`src/rtl/flag_alu.sv`:
```
module flag_alu #(
  parameter int WIDTH = 8,
  parameter int NIB   = 4
) (
  input  logic             clk,
  input  logic             rst_n,
  input  logic [1:0]       op,
  input  logic [WIDTH-1:0] opa,
  input  logic [WIDTH-1:0] opb,
  input  logic             cin,
  output logic [WIDTH-1:0] res,
  output logic [4:0]       flags,
  output logic [4:0]       upd_mask
);
  localparam logic [1:0] OP_ADD  = 2'd0;
  localparam logic [1:0] OP_SUB  = 2'd1;
  localparam logic [1:0] OP_CMP  = 2'd2;
  localparam logic [1:0] OP_IDLE = 2'd3;
  localparam int MSB = WIDTH - 1;

  logic             arith, active, c_eff, ovf;
  logic [WIDTH-1:0] b_eff;
  logic [WIDTH:0]   sum;
  logic [NIB:0]     nsum;

  assign arith  = (op == OP_ADD) || (op == OP_SUB);
  assign active = (op != OP_IDLE);
  assign b_eff  = (op == OP_ADD) ? opb : ~opb;
  assign c_eff  = (op == OP_CMP) ? 1'b1 : cin;
  assign sum    = {1'b0, opa} + {1'b0, b_eff} + {{WIDTH{1'b0}}, c_eff};
  assign nsum   = {1'b0, opa[NIB-1:0]} + {1'b0, b_eff[NIB-1:0]} + {{NIB{1'b0}}, c_eff};
  assign ovf    = (opa[MSB] == b_eff[MSB]) && (sum[MSB] != opa[MSB]);

  always_ff @(posedge clk or negedge rst_n) begin
    if (!rst_n) begin
      res      <= '0;
      flags    <= '0;
      upd_mask <= '0;
    end else begin
      res      <= arith ? sum[MSB:0] : '0;
      flags    <= {active & sum[MSB],
                   arith & ovf,
                   arith & nsum[NIB],
                   active & (sum[MSB:0] == '0),
                   active & sum[WIDTH]};
      upd_mask <= arith ? 5'b11111 : (op == OP_CMP) ? 5'b10011 : 5'b00000;
    end
  end


  p_add_sum_r1: assert property (@(posedge clk) disable iff (!rst_n)
    ($past(rst_n) && $past(op) == OP_ADD) |->
      {flags[0], res} == ({1'b0, $past(opa)} + {1'b0, $past(opb)} + {{WIDTH{1'b0}}, $past(cin)}));


  p_sub_sum_r2: assert property (@(posedge clk) disable iff (!rst_n)
    ($past(rst_n) && $past(op) == OP_SUB) |->
      {flags[0], res} == ({1'b0, $past(opa)} + {1'b0, ~$past(opb)} + {{WIDTH{1'b0}}, $past(cin)}));


  p_add_ovf_r4: assert property (@(posedge clk) disable iff (!rst_n)
    ($past(rst_n) && $past(op) == OP_ADD && $past(opa[MSB]) == $past(opb[MSB])) |->
      flags[3] == (res[MSB] != $past(opa[MSB])));


  p_nz_r5: assert property (@(posedge clk) disable iff (!rst_n)
    ($past(rst_n) && ($past(op) == OP_ADD || $past(op) == OP_SUB)) |->
      (flags[4] == res[MSB]) && (flags[1] == (res == '0)));


  p_cmp_r6: assert property (@(posedge clk) disable iff (!rst_n)
    ($past(rst_n) && $past(op) == OP_CMP) |->
      (flags[0] == ($past(opa) >= $past(opb))) && (res == '0) && !flags[3] && !flags[2]);


  p_mask_r7: assert property (@(posedge clk) disable iff (!rst_n)
    ($past(rst_n) && $past(op) == OP_CMP) |-> upd_mask == 5'b10011);


  p_idle_r8: assert property (@(posedge clk) disable iff (!rst_n)
    ($past(rst_n) && $past(op) == OP_IDLE) |->
      (res == '0) && (flags == 5'b00000) && (upd_mask == 5'b00000));
endmodule

```
`config.mk`:
```
export PLATFORM = sky130hd
export DESIGN_NAME = flag_alu
export DESIGN_NICKNAME = d
export VERILOG_FILES = /design/src/rtl/flag_alu.sv
export SDC_FILE = /design/constraint.sdc
export NUM_CORES = 1
export LEC_CHECK = 0
export CORE_MARGIN = 2
export CORE_UTILIZATION = 37
export DETAILED_ROUTE_END_ITERATION = 6
export GPL_ROUTABILITY_DRIVEN = 1
export PLACE_DENSITY = 0.71
export REMOVE_ABC_BUFFERS = 1
export SLEW_MARGIN = 20
export SYNTH_ARGS = -nofsm -noshare
export SYNTH_HDL_FRONTEND = slang
export SYNTH_SLANG_ARGS = --single-unit
```
`constraint.sdc`:
```
create_clock -name clk -period 0.8 [get_ports clk]
set_input_delay 0.12 -clock clk [delete_from_list [all_inputs] [get_ports clk]]
set_output_delay 0.12 -clock clk [all_outputs]
set_load 0.005 [all_outputs]
```
==> reports/qor.txt <==
Post-synth EDFFs: 0
final period utilization: 238.1%
I/O Pins: 39
Rows: 17
post-route setup slack: -1.105 ns
CP Class: primary input to flop
synthesized cell area: 910.9 sq um
RSZ-0062 raised after global routing: yes
register area share after synthesis: 41.21%
most common cell after layout, fill and taps aside: buf_4
GRT Resource Usage Total: 16.68%
H-tree depth: 1
Hold-fix buffers, CTS: 0
worst path arrival time: 2.13 ns
post-route insts no fill: 181
Starting Density: 40.02%
Slew Limit Headroom: 84.32%
most frequent cells in the layout: 25 x buf_4, 17 x buf_2, 15 x dfrtp_1
final core occ: 74.11%
DP Wirelength: 1505 microns
synthesis-stage register bit count: 15
Die X-Extent: 53.62 microns
Die ar.: 2875 sq um
power per cell area: 1593 nW/um^2
Worst Path Max Fanout: 3
post-route ant nets: 0
residual DRC count: 0
post-synthesis instance total: 84
DIE HEIGHT: 53.62 microns
initial detailed-routing violation count: 3
vias in the first global route: 872
Detailed Routing Iterations Pass 1: 3
Leakage: 0.7924 nW
CTS max path bufs: 2
Netlist cell types: 27
Critical Path End Type: flop
final hold viol count: 0
RePlAce Congestion: 0.8283
Clock transition at path regs: 0.08 ns
failing checks: negative setup slack
CTS tree: built
Synth Flop Type: dfrtp_1
vias: 842
routed vias/inst: 4.652
Ant. Diodes: 0
GR Overflow Total: 0
Layout area overhead: 85.17%
Finish-stage setup viols: 31
Crit path required time: 1.02 ns
CTS root buf: clkbuf_4
pin count of the biggest net entering global routing: 16
initial antenna violation count: 0
total wire length: 2176 microns
Avg Cell Area, Syn: 10.84 sq um
Worst-Margin Slew: 0.2344 ns
clk sinks: 15
status: finished, violations left
first-pass GRT wire length: 3463 microns
fmax: 0.5250 GHz
routed len/inst: 12.02 microns
core box area: 2276 sq um
share of cells above drive strength 1: 56.21%
CTS Buf Count: 3
Slew Viols, Final: 0
min-delay worst type: primary input to flop
fin nets: 185
min Tclk post-route: 1.905 ns
VDD IR-drop max: 0.8805 mV
IO buf count: 38
YS warnings: 0
element type at the critical path start: primary input
max-cap violations: 0
Placed Cells: 168
Synth async-reset ratio: 100.0%
path summary, 6_finish.rpt:
| path | startpoint | end | slack, ns | depth (start not counted) |
|---|---|---|---|---|
| max in group asynchronous | rst_n | res[1]$_DFF_PN0_ | 0.52 | 2 |
| min | op[0] | flags[4]$_DFF_PN0_ | 0.12 | 3 |
| max | op[1] | flags[1]$_DFF_PN0_ | -1.10 | 11 |
| min in group asynchronous | rst_n | res[4]$_DFF_PN0_ | 0.17 | 2 |
power breakdown:
group          switching [mW]  internal, mW
logic                   0.583         0.805
clock network           0.218         0.194
registers              0.0217         0.866
total                   0.823          1.86
cells in the mapped netlist (2+ instances only):
| library cell | count | area [sq um] |
|---|---|---|
| dfrtp_1 | 15 | 375.4 |
| nor2_1 | 10 | 37.54 |
| xnor2_1 | 10 | 87.58 |
| ha_1 | 8 | 100.1 |
| a21oi_1 | 5 | 25.02 |
| inv_1 | 4 | 15.01 |
| xor2_1 | 4 | 35.03 |
| buf_4 | 3 | 22.52 |
| and4b_1 | 2 | 20.02 |
| fa_1 | 2 | 40.04 |
| nand2_1 | 2 | 7.510 |
| nor2b_1 | 2 | 12.51 |
| o21a_1 | 2 | 15.01 |
| o21ai_1 | 2 | 10.01 |
area by class of cell:
| type | instances | area [sq um] |
|---|---|---|
| multi-input cells | 60 | 660.6 |
| well taps | 28 | 35.03 |
| clock buffers | 4 | 26.28 |
| repair buffers | 69 | 570.5 |
| fillers | 152 | 589.3 |
| inverters | 5 | 18.77 |
| flip-flops and latches | 15 | 375.4 |
metrics by stage:
stage	setup slack, ns	setup TNS, ns	instance area (sq um)	hold WS, ns	power, mW
floorplan	-1.460	-13.65	884.6	-0.1756	1.404
global placement	-1.787	-21.88	1478	0.4677	2.033
detailed placement	-1.884	-22.76	1478	0.4697	2.054
CTS	-1.163	-12.58	1594	0.1117	2.531
global route	-1.248	-14.32	1687	0.1145	2.880
finish	-1.105	-12.33	1687	0.1183	2.687
timing repair:
action,CTS,global route
pin swaps,18,17
gates resized for setup,115,18
gates cloned,0,0
endpoints found under the hold margin,0,0
buffers inserted,12,4
setup endpoints to repair,32,31
flip-flops by register name (all words and copies together), names as in the netlist:
signal	cells
upd_mask	2
flags	5
res	8
worst max-delay path, cell delays in order:
cell	delay [ns]
buf_8	0.10
nor2_4	0.13
xor2_2	0.17
fa_2	0.24
inv_2	0.04
fa_2	0.37
a211oi_4	0.27
o21bai_4	0.19
xor2_2	0.17
nand3_1	0.09
and4b_1	0.24
metal layers:
| layer | GRT usage, % | routed length (microns) | up-vias | part of all wire (%) |
|---|---|---|---|---|
| met2 | 33.13 | 1213 | 36 | 56 |
| met3 | 1.111 | 120 | 7 | 5.5 |
| li1 | - | - | 415 | - |
| met4 | 9.402 | 77 | 0 | 3.5 |
| met1 | 16.87 | 764 | 384 | 35 |
| met5 | 0 | 0 | - | 0 |
logic make-up (layout without fill, tap and decap cells):
kind of cell | Yosys count | in the layout | share of synthesized area (%)
AOI/OAI and AO/OA | 14 | 14 | 11.40
xor gates and xnor gates | 15 | 15 | 15.25
adders and majority gates | 10 | 10 | 15.39
buffers and inverters | 9 | 78 | 4.944
DFF | 15 | 15 | 41.21
and+or+nand+nor | 21 | 21 | 11.81
Note: power is estimated with default switching activity, not from simulation.
